File: src/rtl/dap_eng_pkg.sv
package dap_eng_pkg;
  localparam int ADDR_W    = 32;
  localparam int DATA_W    = 32;
  localparam int WRAP_BITS = 12;
  localparam int NUM_BANKS = 4;
  localparam int BANK_LSB  = $clog2(NUM_BANKS) + 2;

  typedef enum logic [2:0] {
    SEL_CTRL  = 3'd0,
    SEL_ADDR  = 3'd1,
    SEL_DATA  = 3'd2,
    SEL_RDBK  = 3'd3,
    SEL_BANK0 = 3'd4,
    SEL_BANK1 = 3'd5,
    SEL_BANK2 = 3'd6,
    SEL_BANK3 = 3'd7
  } reg_sel_e;

  typedef enum logic [1:0] {
    INC_OFF    = 2'b00,
    INC_SINGLE = 2'b01,
    INC_PACKED = 2'b10,
    INC_RSVD   = 2'b11
  } inc_mode_e;

  localparam logic [2:0] SIZE_MAX = 3'b010;
  localparam logic [1:0] BSIZE_WORD = 2'b10;
endpackage

File: src/rtl/dap_ctrl_regs.sv
module dap_ctrl_regs (
  input  logic       clk,
  input  logic       rst_n,
  input  logic       wr_ctrl,
  input  logic [2:0] wr_size,
  input  logic [1:0] wr_inc,
  input  logic       err_set,
  output logic [2:0] size_q,
  output logic [1:0] inc_q,
  output logic       err_q
);
  logic [2:0] size_d;
  logic [1:0] inc_d;
  logic       err_d;

  always_comb begin
    size_d = size_q;
    inc_d  = inc_q;
    err_d  = err_q;
    if (wr_ctrl) begin
      size_d = wr_size;
      inc_d  = wr_inc;
      err_d  = 1'b0;
    end else if (err_set) begin
      err_d = 1'b1;
    end
  end

  always_ff @(posedge clk or negedge rst_n) begin
    if (!rst_n) begin
      size_q <= '0;
      inc_q  <= '0;
      err_q  <= 1'b0;
    end else begin
      size_q <= size_d;
      inc_q  <= inc_d;
      err_q  <= err_d;
    end
  end
endmodule

File: src/rtl/dap_addr_unit.sv
module dap_addr_unit
  import dap_eng_pkg::*;
#(
  parameter int AW    = ADDR_W,
  parameter int WRAPB = WRAP_BITS,
  parameter int NBANK = NUM_BANKS
) (
  input  logic                     clk,
  input  logic                     rst_n,
  input  logic                     tar_wr,
  input  logic [AW-1:0]            tar_wdata,
  input  logic                     inc_upd,
  input  logic [1:0]               size_lg,
  input  logic                     bank_acc,
  input  logic [$clog2(NBANK)-1:0] bank_idx,
  output logic [AW-1:0]            tar_q,
  output logic [AW-1:0]            xfer_addr
);
  localparam int IDXW = $clog2(NBANK);
  localparam int BLSB = IDXW + 2;

  logic [AW-1:0]    tar_d;
  logic [WRAPB-1:0] step;
  logic [WRAPB-1:0] low_next;
  logic [AW-1:0]    bank_addr [NBANK];

  assign step     = WRAPB'(1) << size_lg;
  assign low_next = tar_q[WRAPB-1:0] + step;

  genvar g;
  generate
    for (g = 0; g < NBANK; g++) begin : g_bank
      assign bank_addr[g] = {tar_q[AW-1:BLSB], IDXW'(g), 2'b00};
    end
  endgenerate

  assign xfer_addr = bank_acc ? bank_addr[bank_idx] : tar_q;

  always_comb begin
    tar_d = tar_q;
    if (tar_wr) begin
      tar_d = tar_wdata;
    end else if (inc_upd) begin
      tar_d = {tar_q[AW-1:WRAPB], low_next};
    end
  end

  always_ff @(posedge clk or negedge rst_n) begin
    if (!rst_n) tar_q <= '0;
    else        tar_q <= tar_d;
  end
endmodule

File: src/rtl/dap_xfer_seq.sv
module dap_xfer_seq
  import dap_eng_pkg::*;
#(
  parameter int AW = ADDR_W,
  parameter int DW = DATA_W
) (
  input  logic          clk,
  input  logic          rst_n,
  input  logic          launch,
  input  logic [AW-1:0] l_addr,
  input  logic [1:0]    l_size,
  input  logic          l_write,
  input  logic [DW-1:0] l_wdata,
  input  logic          l_bank,
  input  logic          bus_done,
  input  logic          bus_err,
  input  logic [DW-1:0] bus_rdata,
  output logic          busy,
  output logic [AW-1:0] bus_addr,
  output logic [1:0]    bus_size,
  output logic          bus_write,
  output logic [DW-1:0] bus_wdata,
  output logic          cur_bank,
  output logic          done_ok,
  output logic          done_err,
  output logic [DW-1:0] rb_q
);
  logic          busy_d;
  logic [AW-1:0] addr_d;
  logic [1:0]    size_d;
  logic          write_d;
  logic [DW-1:0] wdata_d;
  logic          bank_d;
  logic [DW-1:0] rb_d;

  assign done_ok  = busy && bus_done && !bus_err;
  assign done_err = busy && bus_done && bus_err;

  always_comb begin
    busy_d  = busy;
    addr_d  = bus_addr;
    size_d  = bus_size;
    write_d = bus_write;
    wdata_d = bus_wdata;
    bank_d  = cur_bank;
    rb_d    = rb_q;
    if (busy) begin
      if (bus_done) busy_d = 1'b0;
      if (done_ok && !bus_write) rb_d = bus_rdata;
    end else if (launch) begin
      busy_d  = 1'b1;
      addr_d  = l_addr;
      size_d  = l_size;
      write_d = l_write;
      wdata_d = l_wdata;
      bank_d  = l_bank;
    end
  end

  always_ff @(posedge clk or negedge rst_n) begin
    if (!rst_n) begin
      busy      <= 1'b0;
      bus_addr  <= '0;
      bus_size  <= '0;
      bus_write <= 1'b0;
      bus_wdata <= '0;
      cur_bank  <= 1'b0;
      rb_q      <= '0;
    end else begin
      busy      <= busy_d;
      bus_addr  <= addr_d;
      bus_size  <= size_d;
      bus_write <= write_d;
      bus_wdata <= wdata_d;
      cur_bank  <= bank_d;
      rb_q      <= rb_d;
    end
  end
endmodule

File: src/rtl/dap_addr_engine.sv
module dap_addr_engine
  import dap_eng_pkg::*;
(
  input  logic        clk,
  input  logic        rst_n,
  input  logic        reg_req,
  input  logic        reg_wr,
  input  logic [2:0]  reg_sel,
  input  logic [31:0] reg_wdata,
  output logic [31:0] reg_rdata,
  output logic        reg_ready,
  input  logic        perm_in,
  output logic        bus_req,
  output logic        bus_write,
  output logic [31:0] bus_addr,
  output logic [1:0]  bus_size,
  output logic [31:0] bus_wdata,
  input  logic [31:0] bus_rdata,
  input  logic        bus_done,
  input  logic        bus_err
);
  logic [1:0]  rst_pipe;
  logic        rst_int_n;
  logic [2:0]  size_q;
  logic [1:0]  inc_q;
  logic        err_q;
  logic [31:0] tar_q;
  logic [31:0] xfer_addr;
  logic [31:0] rb_q;
  logic        busy, cur_bank, done_ok, done_err;
  logic        acc, is_bank, is_data, legal, launch;
  logic        wr_ctrl, wr_tar, inc_upd;
  logic [1:0]  l_size;

  always_ff @(posedge clk or negedge rst_n) begin
    if (!rst_n) rst_pipe <= 2'b00;
    else        rst_pipe <= {rst_pipe[0], 1'b1};
  end
  assign rst_int_n = rst_pipe[1];

  assign reg_ready = !busy;
  assign bus_req   = busy;
  assign acc       = reg_req && reg_ready;
  assign is_bank   = reg_sel[2];
  assign is_data   = is_bank || (reg_sel == SEL_DATA);
  assign legal     = is_bank || ((inc_q != INC_RSVD) && (size_q <= SIZE_MAX));
  assign launch    = acc && is_data && perm_in && legal;
  assign wr_ctrl   = acc && reg_wr && (reg_sel == SEL_CTRL);
  assign wr_tar    = acc && reg_wr && (reg_sel == SEL_ADDR);
  assign inc_upd   = done_ok && !cur_bank && (inc_q != INC_OFF);
  assign l_size    = is_bank ? BSIZE_WORD : size_q[1:0];

  dap_ctrl_regs i_ctrl (
    .clk     (clk),
    .rst_n   (rst_int_n),
    .wr_ctrl (wr_ctrl),
    .wr_size (reg_wdata[2:0]),
    .wr_inc  (reg_wdata[5:4]),
    .err_set (done_err),
    .size_q  (size_q),
    .inc_q   (inc_q),
    .err_q   (err_q)
  );

  dap_addr_unit #(.AW(ADDR_W), .WRAPB(WRAP_BITS), .NBANK(NUM_BANKS)) i_addr (
    .clk       (clk),
    .rst_n     (rst_int_n),
    .tar_wr    (wr_tar),
    .tar_wdata (reg_wdata),
    .inc_upd   (inc_upd),
    .size_lg   (size_q[1:0]),
    .bank_acc  (is_bank),
    .bank_idx  (reg_sel[1:0]),
    .tar_q     (tar_q),
    .xfer_addr (xfer_addr)
  );

  dap_xfer_seq #(.AW(ADDR_W), .DW(DATA_W)) i_seq (
    .clk       (clk),
    .rst_n     (rst_int_n),
    .launch    (launch),
    .l_addr    (xfer_addr),
    .l_size    (l_size),
    .l_write   (reg_wr),
    .l_wdata   (reg_wdata),
    .l_bank    (is_bank),
    .bus_done  (bus_done),
    .bus_err   (bus_err),
    .bus_rdata (bus_rdata),
    .busy      (busy),
    .bus_addr  (bus_addr),
    .bus_size  (bus_size),
    .bus_write (bus_write),
    .bus_wdata (bus_wdata),
    .cur_bank  (cur_bank),
    .done_ok   (done_ok),
    .done_err  (done_err),
    .rb_q      (rb_q)
  );

  always_comb begin
    case (reg_sel)
      SEL_CTRL: reg_rdata = {23'd0, err_q, busy, perm_in, inc_q, 1'b0, size_q};
      SEL_ADDR: reg_rdata = tar_q;
      default:  reg_rdata = rb_q;
    endcase
  end
endmodule

File: config.mk
export PLATFORM = sky130hd
export DESIGN_NAME = dap_addr_engine
export DESIGN_NICKNAME = d
export VERILOG_FILES = /design/src/rtl/dap_eng_pkg.sv /design/src/rtl/dap_ctrl_regs.sv /design/src/rtl/dap_addr_unit.sv /design/src/rtl/dap_xfer_seq.sv /design/src/rtl/dap_addr_engine.sv
export SDC_FILE = /design/constraint.sdc
export NUM_CORES = 1
export LEC_CHECK = 0
export BUFFER_PORTS_ARGS = -buffer_cell sky130_fd_sc_hd__buf_2
export CORE_AREA = 2 2 149 107
export CTS_BUF_LIST = sky130_fd_sc_hd__clkbuf_16
export DETAILED_ROUTE_END_ITERATION = 12
export DIE_AREA = 0 0 151 109
export HOLD_SLACK_MARGIN = 0.02
export PLACE_DENSITY = 0.68
export SLEW_MARGIN = 20
export SYNTH_ARGS = -nofsm -noshare
export SYNTH_HDL_FRONTEND = slang
export SYNTH_SLANG_ARGS = --single-unit
File: constraint.sdc
create_clock -name clk -period 3.84 [get_ports clk]
set_input_delay 0.384 -clock clk [delete_from_list [all_inputs] [get_ports clk]]
set_output_delay 0.384 -clock clk [all_outputs]
set_load 0.005 [all_outputs]
Yosys cells after proc, flatten, opt, wreduce, memory -nomap -nowiden:

Index checks and enable logic that the tools add are counted.

* flip-flop bits (word level): 141
* output and inout port bits: 101

* add/sub/neg operators: 1
* magnitude comparators: 2
* equal/unequal tests: 3
* shift operators: 1
* muxes and demuxes: 13
* bitwise gates (word level): 2
* reductions and logical operators: 26

Operator list (count)
* 2-to-1 mux 32 bit: 4
* binary-select mux 32 bit (select 2 bit): 1
* case mux 32 bit (2 select lines): 1
* logical AND 1 bit: 14
* adder 12 bit: 1
* 2-to-1 mux 12 bit: 1
* left shift 1 x 2 -> 12 bit, first input constant: 1
* nonzero test 2 bit: 3
* 2-to-1 mux 1 bit: 5
* zero test 1 bit: 4
* AND reduction 2 bit: 2
* == test 3 x 1 -> 1 bit, second input constant: 1
* == test 3 x 2 -> 1 bit, second input constant: 1
* greater-or-equal comparator 3 bit, second input constant: 1
* less-or-equal comparator 3 x 2 -> 1 bit, second input constant: 1
* zero test 3 bit: 1
* NOT 2 -> 3 bit: 1
* logical OR 1 bit: 2
* 2-to-1 mux 2 bit: 1
* != test 2 bit, second input constant: 1
* NOT 1 bit: 1

Logic depth before layout (Yosys ltp):

* depth after elaboration: 7
* mapped depth: 9
* gate-level depth less buffers: 9

By module:

A second synthesis with hierarchy kept.

* cells, all modules: 528
* area total of the unflattened synthesis: 6759.0 µm²

Modules (own cells, without submodules)
* dap_xfer_seq: instances 1, cells each 220, area each 3963.8 µm², seq. area each 2527.4 µm²
* dap_addr_unit: instances 1, cells each 172, area each 1864.3 µm², seq. area each 800.8 µm²
* dap_addr_engine: instances 1, cells each 124, area each 714.4 µm², seq. area each 50.0 µm²
* dap_ctrl_regs: instances 1, cells each 12, area each 216.5 µm², seq. area each 150.1 µm²

Worst setup path after synthesis:

OpenSTA, ideal clock, no wires.

* path kind: flip-flop to flip-flop
* from: register i_ctrl.size_q[1]
* to: register i_addr.tar_q[8]
* arrival time: 2.309 ns
* required time: 3.771 ns
* setup slack: 1.462 ns
* stages on the path, launching flop included: 10
* buffers on the path: 0
* cell sequence: dfrtp_1 > nor2_1 > ha_1 > inv_1 > fa_1 > and3b_1 > a311oi_1 > or2_2 > or4_1 > nand3_1

* longest elaborated chain between the ends: 4

Ends and longest elaborated chain
* start, declared: RTL line dap_ctrl_regs.sv:8 `output logic [2:0] size_q,`
* start signal, assigned: RTL line dap_ctrl_regs.sv:35 `size_q <= size_d;`
* left shift 1 x 2 -> 12 bit: RTL line dap_addr_unit.sv:27 `assign step = WRAPB'(1) << size_lg;`
* adder 12 bit: RTL line dap_addr_unit.sv:28 `assign low_next = tar_q[WRAPB-1:0] + step;`
* 2-to-1 mux 12 bit: RTL line dap_addr_unit.sv:43 `end else if (inc_upd) begin`
* 2-to-1 mux 32 bit: RTL line dap_addr_unit.sv:41 `if (tar_wr) begin`
* end signal, assigned: RTL line dap_addr_unit.sv:50 `else tar_q <= tar_d;`
* end, declared: RTL line dap_addr_unit.sv:16 `output logic [AW-1:0] tar_q,`

No other way between the ends. The select of a mux whose other input is x is not followed.
A chain may end at the register's enable or synchronous reset.

Final worst setup path:

* from: register i_ctrl.size_q[1]
* to: register i_addr.tar_q[11]

The elaborated chain is that of the path after synthesis.

==> run summary <==
crit end category = flip-flop
Slew @ Worst Pin = 876.6 ps
Hold Vio Cnt, Final = 0
layout cells sized above 1 = 0.4319
Crit path arrival time = 2970 ps
vias in the first global route = 4867
# Post-CTS Setup Buffers = 0
H-tree levels = 4
fin crit period = 2687 ps
Top Ports = 175
Synthesized Nets = 631
area growth from synthesis to layout = 26.71%
PD cells = 670.8 nW/um2
syn avg cell area = 11.27 um2
Post-Route WL = 16060 um
worst ir drop on vdd = 0.3407 mV
Setup TNS = 0 ps
Worst Hold Launch = bus_done
via count = 4851
core box area = 15120 um2
Max Fanout on Critical Path = 9
placed insts = 902
reg2reg end = i_addr.tar_q[11]
GR Overflow Total = 0
Finished Layout Cells = 934
DIE HEIGHT = 109 um
Mapped Area = 6230 um2
Ys Warns = 0
sequential share of the synthesized area = 0.5664
Worst-path clk slew = 60 ps
Final nets = 800
Critical Path Start Type = flip-flop
final instance area = 7894 um2
Starting Density = 0.4120
Sw Pwr = 0.001579 W
worst skew pair latency = 420 ps
post-DR wirelength/cell = 17.19 um
Detailed Routing Iterations Pass 1 = 5
largest net degree at the start of global routing = 82
ant diodes = 0
worst r2r path cells = 8
Tcrit/Tclk final = 0.6996
Post-synth top flop = dfrtp_1
antenna-violating nets left = 0
Final Wtd Congestion = 0.9024
Setup violations, final = 0
CTS buffer count = 17
CP Class = flip-flop to flip-flop
Syn Inst Count = 553
Seq pwr share = 0.443
row count = 38
Comb power frac = 0.250
clk buf depth = 2
fraction of registers with async set/reset = 1.000
largest cells by area after synthesis = dfrtp_1 57%, mux2_2 18%, nand2_1 8.0%
P_leak = 3.933 nW
first-pass GRT wire length = 25090 um
Die ar. = 16460 um2
clock share of power = 0.307
initial antenna violation count = 0
global router's overall resource usage = 0.2019
DP HPWL = 11350 um
internal reg-to-reg setup slack = 1150 ps
worst hold endpoint = i_seq.busy
Slew HR = 0.4156
final-report max-slew violation count = 0
CTS tree = built
internal cell power = 0.003716 W
Avg Vias per Cell = 5.194
Max-cap violations = 0
1st-iter DRT viols = 377
Fmax = 0.3722 GHz
Hold Crit Class = input port to flip-flop
Total Power = 0.005295 W
Root Buffer = clkbuf_16
DRC = 0
leading area contributor after synthesis = dfrtp_1
EDFF count, synth = 0
Distinct cells, synth = 45
Synth Register Bits = 141
sw frac = 0.2983
RSZ-0062 raised after global routing = false
status = completed
dpl cell area = 7305 um2
CP required = 4120 ps
post-synth top area share = 0.5664
clock sinks = 141
PortBufs = 174
skew final = 10.20 ps
origin of the critical flop-to-flop path = i_ctrl.size_q[1]
Hold Path Stages = 2
Die Span X = 151 um
==> synth_stat cells (all sizes together) (4+ instances only) <==
cell    number
clkbuf      16
o211ai       4
a22oi        4
nor3         4
buf         17
mux2        99
nor2        15
dfrtp      141
inv          9
nand3       28
nand2      132
mux2i       12
a21oi        8
o21ai       17
==> worst max path at each step <==
stage,from,end
after detailed placement,i_ctrl.size_q[1],i_addr.tar_q[11]
after global placement,i_ctrl.size_q[1],i_addr.tar_q[9]
after global routing,i_ctrl.size_q[1],i_addr.tar_q[9]
after CTS,i_ctrl.size_q[1],i_addr.tar_q[11]
final,i_ctrl.size_q[1],i_addr.tar_q[11]
after floorplan,i_ctrl.size_q[1],i_addr.tar_q[8]
==> logic make-up (layout without fill, tap and decap cells) <==
group	Yosys count	after routing	synth area share
multiplexers	111	111	0.1982
adder cells (fa/ha/maj)	4	4	0.009240
XOR/XNOR	3	3	0.004218
AND/OR/NAND/NOR	203	203	0.1436
flip-flops	141	141	0.5664
AO/OA/AOI/OAI	48	48	0.04921
other	1	1	0.0006020
buffers and inverters	42	223	0.02852
==> stage by stage <==
stage	hold slack, ps	setup slack (ps)	utilization
after floorplan	88.41	1462	-
after global routing	165.4	933.2	0.5221
after global placement	168.8	1330	0.4831
final	166.0	1153	0.5221
after detailed placement	172.1	1173	0.4831
after CTS	149.3	1157	0.5221
==> layer usage <==
metal,vias up,global-route usage,wire [um]
met5,-,0,0
met3,16,0.06067,1298
met4,0,0.07210,213
met1,2408,0.2796,7467
li1,2242,-,-
met2,185,0.3023,7077
==> critical path, cell delays in order (launching register included) <==
cell and delay (ps):
dfrtp_1 480, nand2b_1 200, inv_1 50, ha_1 290, a211oi_1 390, nor4b_1 110, a311oi_1 680, mux2i_1 260
o211ai_1 90
==> repair_timing <==
action	CTS	global route
endpoints found under the hold margin	2	0
hold buffers	1	0
gates resized for setup	0	0
==> flip-flops by register name (all words and copies together) (netlist names) <==
signal / count
i_seq.bus_wdata: 32
i_seq.rb_q: 32
i_ctrl.inc_q: 2
rst_pipe: 2
i_seq.bus_size: 2
i_addr.tar_q: 32
i_ctrl.size_q: 3
i_seq.bus_addr: 32
i_seq.busy: 1
i_seq.bus_write: 1
i_ctrl.err_q: 1
i_seq.cur_bank: 1
==> placed cells by master (no fill, tap or decap), types with 2 or more instances in the layout <==
cell and count:
and3b_1 2, buf_12 2, mux2_2 99, buf_4 6, o21bai_1 2, nand2_1 132, buf_2 174, ha_1 3
dfrtp_1 140, nand3_1 28, a31oi_1 3, nand3b_1 3, nand2b_1 3, nor2_1 14, a211oi_1 2, or4_1 3
clkinvlp_4 3, mux2i_1 12, o21ai_0 17, a221o_1 2, inv_1 10, clkinv_2 5, nor3_1 3, and3_1 2
or2_2 2, clkbuf_16 17, xnor2_1 2, a22oi_1 4, a21oi_1 8, bufinv_16 3, a311oi_1 2, o211ai_1 4
==> final cells by class <==
type | instances | area, um2
multi-input cells | 370 | 2532
fillers | 1333 | 7226
clock inverters | 14 | 153.9
repair buffers | 183 | 965.9
clock buffers | 17 | 425.4
flip-flops and latches | 141 | 3532
inverters | 9 | 33.78
well taps | 200 | 250.2
==> power by group through the flow <==
stage / Sequential (W) / Clock [W] / Combinational, W
6_report: 0.00235 / 0.00162 / 0.00132
5_1_grt: 0.00242 / 0.00175 / 0.00148
4_1_cts: 0.00235 / 0.00166 / 0.00134
3_5_place_dp: 0.00237 / 0 / 0.00133
3_3_place_gp: 0.00234 / 0 / 0.00129
2_1_floorplan: 0.00229 / 0 / 0.000762
Power figures use the tool's default switching activity.
